--- src/rtl/ipc_mbox_pkg.sv ---
package ipc_mbox_pkg;

   // Register select codes seen on both ports
   typedef enum logic [1:0] {
      MB_REQ_PTR   = 2'd0,
      MB_FLAGS     = 2'd1,
      MB_REPLY_PTR = 2'd2,
      MB_SPARE     = 2'd3
   } mb_sel_e;

   // Mask that zeroes the low align_bits of a pointer
   function automatic logic [63:0] mb_align_mask(input int unsigned align_bits);
      logic [63:0] low;
      low = (64'd1 << align_bits) - 64'd1;
      return ~low;
   endfunction

endpackage

--- src/rtl/mbox_ptr_reg.sv ---
module mbox_ptr_reg
   import ipc_mbox_pkg::*;
#(
   parameter int unsigned PTR_W      = 32,
   parameter int unsigned ALIGN_BITS = 2
) (
   input  logic             clk,
   input  logic             rst_n,
   input  logic             we,
   input  logic [PTR_W-1:0] wdata,
   output logic [PTR_W-1:0] q
);

   localparam logic [PTR_W-1:0] KEEP = PTR_W'(mb_align_mask(ALIGN_BITS));

   if (ALIGN_BITS >= PTR_W) begin : g_bad_align
      $error("mbox_ptr_reg: ALIGN_BITS must be below PTR_W");
   end

   // Forced-zero low bits are constant flops and are trimmed downstream
   always_ff @(posedge clk or negedge rst_n) begin
      if (!rst_n)  q <= '0;
      else if (we) q <= wdata & KEEP;
   end

endmodule

--- src/rtl/mbox_flag_reg.sv ---
module mbox_flag_reg #(
   parameter int unsigned HOST_BITS = 2,
   parameter int unsigned IOP_BITS  = 4,
   localparam int unsigned FLAG_W   = HOST_BITS + IOP_BITS
) (
   input  logic              clk,
   input  logic              rst_n,
   input  logic              host_we,
   input  logic [FLAG_W-1:0] host_bits,
   input  logic              iop_we,
   input  logic [FLAG_W-1:0] iop_bits,
   output logic [FLAG_W-1:0] q
);

   logic [FLAG_W-1:0] set_v;
   logic [FLAG_W-1:0] clr_v;

   // Each bit picks its owner: the owner's ones set it, the peer's ones clear it
   for (genvar i = 0; i < FLAG_W; i++) begin : g_bit
      if (i < HOST_BITS) begin : g_host_owned
         assign set_v[i] = host_we & host_bits[i];
         assign clr_v[i] = iop_we  & iop_bits[i];
      end else begin : g_iop_owned
         assign set_v[i] = iop_we  & iop_bits[i];
         assign clr_v[i] = host_we & host_bits[i];
      end
   end

   // Set dominates clear so a fresh doorbell is never dropped
   always_ff @(posedge clk or negedge rst_n) begin
      if (!rst_n) q <= '0;
      else        q <= (q & ~clr_v) | set_v;
   end

endmodule

--- src/rtl/mbox_rd_mux.sv ---
module mbox_rd_mux
   import ipc_mbox_pkg::*;
#(
   parameter int unsigned DATA_W = 32,
   parameter int unsigned PTR_W  = 32,
   parameter int unsigned FLAG_W = 6
) (
   input  logic [1:0]        sel,
   input  logic [PTR_W-1:0]  req_ptr,
   input  logic [PTR_W-1:0]  rep_ptr,
   input  logic [FLAG_W-1:0] flags,
   output logic [DATA_W-1:0] rdata
);

   always_comb begin
      unique case (mb_sel_e'(sel))
         MB_REQ_PTR:   rdata = DATA_W'(req_ptr);
         MB_FLAGS:     rdata = DATA_W'(flags);
         MB_REPLY_PTR: rdata = DATA_W'(rep_ptr);
         default:      rdata = '0;
      endcase
   end

endmodule

--- src/rtl/ipc_mailbox.sv ---
module ipc_mailbox
   import ipc_mbox_pkg::*;
#(
   parameter int unsigned DATA_W     = 32,
   parameter int unsigned PTR_W      = 32,
   parameter int unsigned ALIGN_BITS = 2,
   parameter int unsigned HOST_BITS  = 2,
   parameter int unsigned IOP_BITS   = 4,
   parameter int unsigned REQ_BIT    = 0,
   parameter int unsigned REPLY_BIT  = 4
) (
   input  logic              clk,
   input  logic              rst_n,
   input  logic              host_wr_en,
   input  logic [1:0]        host_addr,
   input  logic [DATA_W-1:0] host_wdata,
   output logic [DATA_W-1:0] host_rdata,
   input  logic              iop_wr_en,
   input  logic [1:0]        iop_addr,
   input  logic [DATA_W-1:0] iop_wdata,
   output logic [DATA_W-1:0] iop_rdata,
   output logic              host_irq,
   output logic              iop_irq
);

   localparam int unsigned FLAG_W = HOST_BITS + IOP_BITS;

   // Elaboration-time parameter checks
   if (PTR_W > DATA_W) begin : g_chk_ptr
      $error("ipc_mailbox: PTR_W exceeds DATA_W");
   end
   if (FLAG_W > DATA_W) begin : g_chk_flag
      $error("ipc_mailbox: flag word wider than data bus");
   end
   if (REQ_BIT >= HOST_BITS) begin : g_chk_req
      $error("ipc_mailbox: REQ_BIT must be a host-owned flag");
   end
   if (REPLY_BIT < HOST_BITS || REPLY_BIT >= FLAG_W) begin : g_chk_rep
      $error("ipc_mailbox: REPLY_BIT must be an I/O-owned flag");
   end

   logic [PTR_W-1:0]  req_ptr;
   logic [PTR_W-1:0]  rep_ptr;
   logic [FLAG_W-1:0] flag_q;

   // Port-specific write decode: each pointer has one writer only
   logic req_we, rep_we, host_flag_we, iop_flag_we;
   assign req_we       = host_wr_en && (mb_sel_e'(host_addr) == MB_REQ_PTR);
   assign rep_we       = iop_wr_en  && (mb_sel_e'(iop_addr)  == MB_REPLY_PTR);
   assign host_flag_we = host_wr_en && (mb_sel_e'(host_addr) == MB_FLAGS);
   assign iop_flag_we  = iop_wr_en  && (mb_sel_e'(iop_addr)  == MB_FLAGS);

   mbox_ptr_reg #(.PTR_W(PTR_W), .ALIGN_BITS(ALIGN_BITS)) u_req (
      .clk   (clk),
      .rst_n (rst_n),
      .we    (req_we),
      .wdata (host_wdata[PTR_W-1:0]),
      .q     (req_ptr)
   );

   mbox_ptr_reg #(.PTR_W(PTR_W), .ALIGN_BITS(ALIGN_BITS)) u_rep (
      .clk   (clk),
      .rst_n (rst_n),
      .we    (rep_we),
      .wdata (iop_wdata[PTR_W-1:0]),
      .q     (rep_ptr)
   );

   mbox_flag_reg #(.HOST_BITS(HOST_BITS), .IOP_BITS(IOP_BITS)) u_flags (
      .clk       (clk),
      .rst_n     (rst_n),
      .host_we   (host_flag_we),
      .host_bits (host_wdata[FLAG_W-1:0]),
      .iop_we    (iop_flag_we),
      .iop_bits  (iop_wdata[FLAG_W-1:0]),
      .q         (flag_q)
   );

   // One read mux per port
   mbox_rd_mux #(.DATA_W(DATA_W), .PTR_W(PTR_W), .FLAG_W(FLAG_W)) u_host_rd (
      .sel     (host_addr),
      .req_ptr (req_ptr),
      .rep_ptr (rep_ptr),
      .flags   (flag_q),
      .rdata   (host_rdata)
   );

   mbox_rd_mux #(.DATA_W(DATA_W), .PTR_W(PTR_W), .FLAG_W(FLAG_W)) u_iop_rd (
      .sel     (iop_addr),
      .req_ptr (req_ptr),
      .rep_ptr (rep_ptr),
      .flags   (flag_q),
      .rdata   (iop_rdata)
   );

   // Interrupts come straight from stored flags, no extra stage
   assign iop_irq  = flag_q[REQ_BIT];
   assign host_irq = flag_q[REPLY_BIT];

endmodule

--- config.mk ---
export PLATFORM = sky130hd
export DESIGN_NAME = ipc_mailbox
export DESIGN_NICKNAME = d
export VERILOG_FILES = /design/src/rtl/ipc_mbox_pkg.sv /design/src/rtl/mbox_ptr_reg.sv /design/src/rtl/mbox_flag_reg.sv /design/src/rtl/mbox_rd_mux.sv /design/src/rtl/ipc_mailbox.sv
export SDC_FILE = /design/constraint.sdc
export NUM_CORES = 1
export LEC_CHECK = 0
export ABC_AREA = 1
export ABC_CLOCK_PERIOD_IN_PS = 2700
export BUFFER_PORTS_ARGS = -buffer_cell sky130_fd_sc_hd__buf_2
export CELL_PAD_IN_SITES_DETAIL_PLACEMENT = 1
export CELL_PAD_IN_SITES_GLOBAL_PLACEMENT = 2
export CORE_UTILIZATION = 27
export CTS_CLUSTER_SIZE = 14
export DETAILED_ROUTE_END_ITERATION = 10
export GPL_TIMING_DRIVEN = 1
export PLACE_DENSITY_LB_ADDON = 0.1
export SYNTH_ARGS = -nofsm -noshare
export SYNTH_HDL_FRONTEND = slang
export SYNTH_SLANG_ARGS = --single-unit
--- constraint.sdc ---
create_clock -name clk -period 2.7 [get_ports clk]
set_input_delay 0.405 -clock clk [delete_from_list [all_inputs] [get_ports clk]]
set_output_delay 0.405 -clock clk [all_outputs]
set_load 0.005 [all_outputs]
==> flow_metrics.py <==
metrics = {
    "clock_network": {
        "cts_tree": "yes",
        "clock_latency_ps": 330,
        "ctsResizeCount": 0,
        "cts_hold_buf": 0,
        "cts.clk_slew.worst_paths_ps": 60,
        "ctsRootBufferMaster": "clkbuf_16",
        "cts_max_path_buffers": 2,
        "htreeDepth": 3,
        "numCtsBuffers": 9,
        "postCtsSetupRepairBufs": 0,
        "numClockSinks": 66,
    },
    "grt": {
        "antenna_found_initial": 1,
        "grt_start_max_net_pins": 36,
        "grt_overflow": 0,
        "grt_pass1_wl_um": 19500,
        "track_usage_pct": 19.5,
        "grt_pass1_vias": 3786,
    },
    "setup_path": {
        "r2r_start": "u_req.q[3]",
        "critPathMaxFanout": 26,
        "max_stage_delay_ps": 350,
        "cp-start-kind": "input pin",
        "cp.required_ps": 2300,
        "worstPathArrival_ps": 1590,
        "setup.worst_path.end_class": "primary output",
        "crit_path_cell_trace": "buf_2 -> inv_2 -> nor2_4 -> inv_2 -> o21ai_0 -> buf_2",
        "path_delay_family": "buffers and inverters",
        "rr_worst_depth": 2,
        "crit_buf_inv": 4,
        "crit_path_top_delay_cell": "o21ai_0",
        "r2r_setup_slack_ps": 2030,
        "r2r_end": "u_req.q[3]",
        "crit_type": "in -> out",
    },
    "routing": {
        "wl_met2_um": 5780,
        "num_vias": 3581,
        "route.antenna.remaining_nets": 0,
        "routed-wl-met3_um": 681,
        "first_pass_iters": 4,
        "drc": 0,
        "wl_met1_um": 5470,
        "via_per_inst": 4.52,
        "first_iter_violations": 151,
        "wl_um": 12100,
        "wl_per_cell_um": 15.2,
        "dr.max_layer_used": "met4",
    },
    "floorplanning": {
        "die_h_um": 114,
        "initial_core_util_pct": 28.1,
        "die_area_um2": 13100,
        "fp.coreArea_um2": 12200,
        "pin_count": 138,
        "rows": 40,
        "chipWidth_um": 114,
    },
    "sta": {
        "worst_pin_slew_ps": 654,
        "fin_tns_setup_ps": 0,
        "rsz0062_at_grt": "no",
        "fin_crit_sh_pct": 74.1,
        "max_freq_ghz": 0.500,
        "finClkSkew_ps": 0,
        "setup_violations": 0,
        "finalHoldViolations": 0,
        "min_period_ps": 2000,
        "max_slew_margin_pct": 56.4,
        "drv_slew": 0,
    },
    "synth": {
        "synth.avg_cell_area_um2": 7.02,
        "ys_async_sr_fraction_pct": 100,
        "yosysTopAreaCell": "dfrtp_1",
        "synth_top_area_share_pct": 48.4,
        "synth_most_common_cell": "nand2_1",
        "synthTopCellsByCount": "nand2_1, dfrtp_1, nand3_1, inv_1, o21ai_0",
        "synth_area_um2": 3410,
        "synth.area.top_cells": "dfrtp_1, nand2_1, nand3_1, o21ai_0, inv_1",
        "yosysUniqueCellTypes": 14,
        "ys_warn_count": 0,
        "syn-instance-count": 486,
        "ys_seq_area_share_pct": 48.4,
        "ys_ff_latch": 66,
        "synth_edf_count": 0,
        "synthFlopType": "dfrtp_1",
        "syn_nets": 558,
    },
    "place": {
        "routabilityCongestion": 0.793,
        "post-dp-hpwl_um": 8670,
        "portBuffers": 137,
    },
    "power_and_ir_drop": {
        "cellLeakagePower_nw": 2.56,
        "ir_drop_mv": 0.253,
        "power_w": 0.00291,
        "p_per_area_nw_per_um2": 640,
    },
    "job": {
        "cap_violations": 0,
    },
    "run_status": {
        "run_status": "completed",
    },
    "cells_and_area": {
        "layout.nets": 692,
        "drive_above_1_share_pct": 27.5,
        "antenna_cells": 0,
        "area_growth_pct": 33.3,
    },
    "worst_hold_path": {
        "min_path_type": "in -> async",
    },
}
==> cell type report <==
cell class / count / area (µm²)
fill: 1573 / 7610
sequential: 66 / 1650
multi-input combinational: 358 / 1490
timing repair buffer: 150 / 796
clock buffer: 13 / 250
tap: 168 / 210
inverter: 35 / 131
clock inverter: 3 / 15.0
==> metrics by stage <==
stage / hold WS (ps) / utilization (%) / area, µm² / setup WS, ps / instances
2_1_floorplan: 109 / - / 3410 / 1210 / 486
3_3_place_gp: 450 / 35.2 / 4280 / 744 / 777
3_5_place_dp: 462 / 35.2 / 4280 / 729 / 777
4_1_cts: 110 / 37.4 / 4550 / 731 / 793
5_1_grt: 131 / 37.4 / 4550 / 622 / 793
6_report: 92.2 / 37.4 / 4550 / 700 / 793
==> power breakdown <==
part / switching (W) / internal (W) / leakage [nW]
clock network: 0.000424 / 0.000642 / 0.133
registers: 0.000117 / 0.00115 / 0.819
logic: 0.000338 / 0.000241 / 1.60
==> worst reg2reg max path: stages, from the launching register on <==
cell and delay (ps):
dfrtp_1 400, nand2_1 80, nand2_1 70
==> cells in the final DEF (no fill, tap or decap), types with 2 or more instances in the layout <==
master	count
nor2_4	2
o21ai_0	30
buf_2	137
clkinv_2	3
inv_2	4
nand3_1	38
nand2_1	249
nand4_1	6
clkbuf_16	9
inv_1	31
dfrtp_1	66
nor2_2	3
nor2_1	8
buf_4	12
o21ai_1	22
clkbuf_1	3
==> sequential cells by signal, summed over array words and instances, names as in the netlist <==
signal,count
u_flags.q,6
u_rep.q,30
u_req.q,30
==> how the worst max path moves through the flow <==
| stage | cells after the start | startpoint | slack (ps) | to |
|---|---|---|---|---|
| after floorplan | 5 | host_addr[0] | 1210 | host_rdata[21] |
| after global routing | 6 | host_addr[0] | 620 | host_rdata[21] |
| after CTS | 6 | host_addr[1] | 730 | host_rdata[8] |
| final | 6 | host_addr[1] | 700 | host_rdata[8] |
| after detailed placement | 6 | host_addr[1] | 730 | host_rdata[8] |
| after global placement | 6 | host_addr[0] | 740 | host_rdata[6] |
==> per-layer routing <==
layer,track usage (%),vias up
met2,33.1,101
met3,4.13,11
met1,24.6,1694
met5,0,-
met4,7.10,0
li1,-,1775
==> logic make-up (layout without fill, tap and decap cells) <==
group,after synthesis,after routing,share of synthesized area [%]
simple gates,306,306,36.0
flops,66,66,48.4
buf+inv,62,201,7.96
compound gates,52,52,7.63
Power figures use the tool's default switching activity.
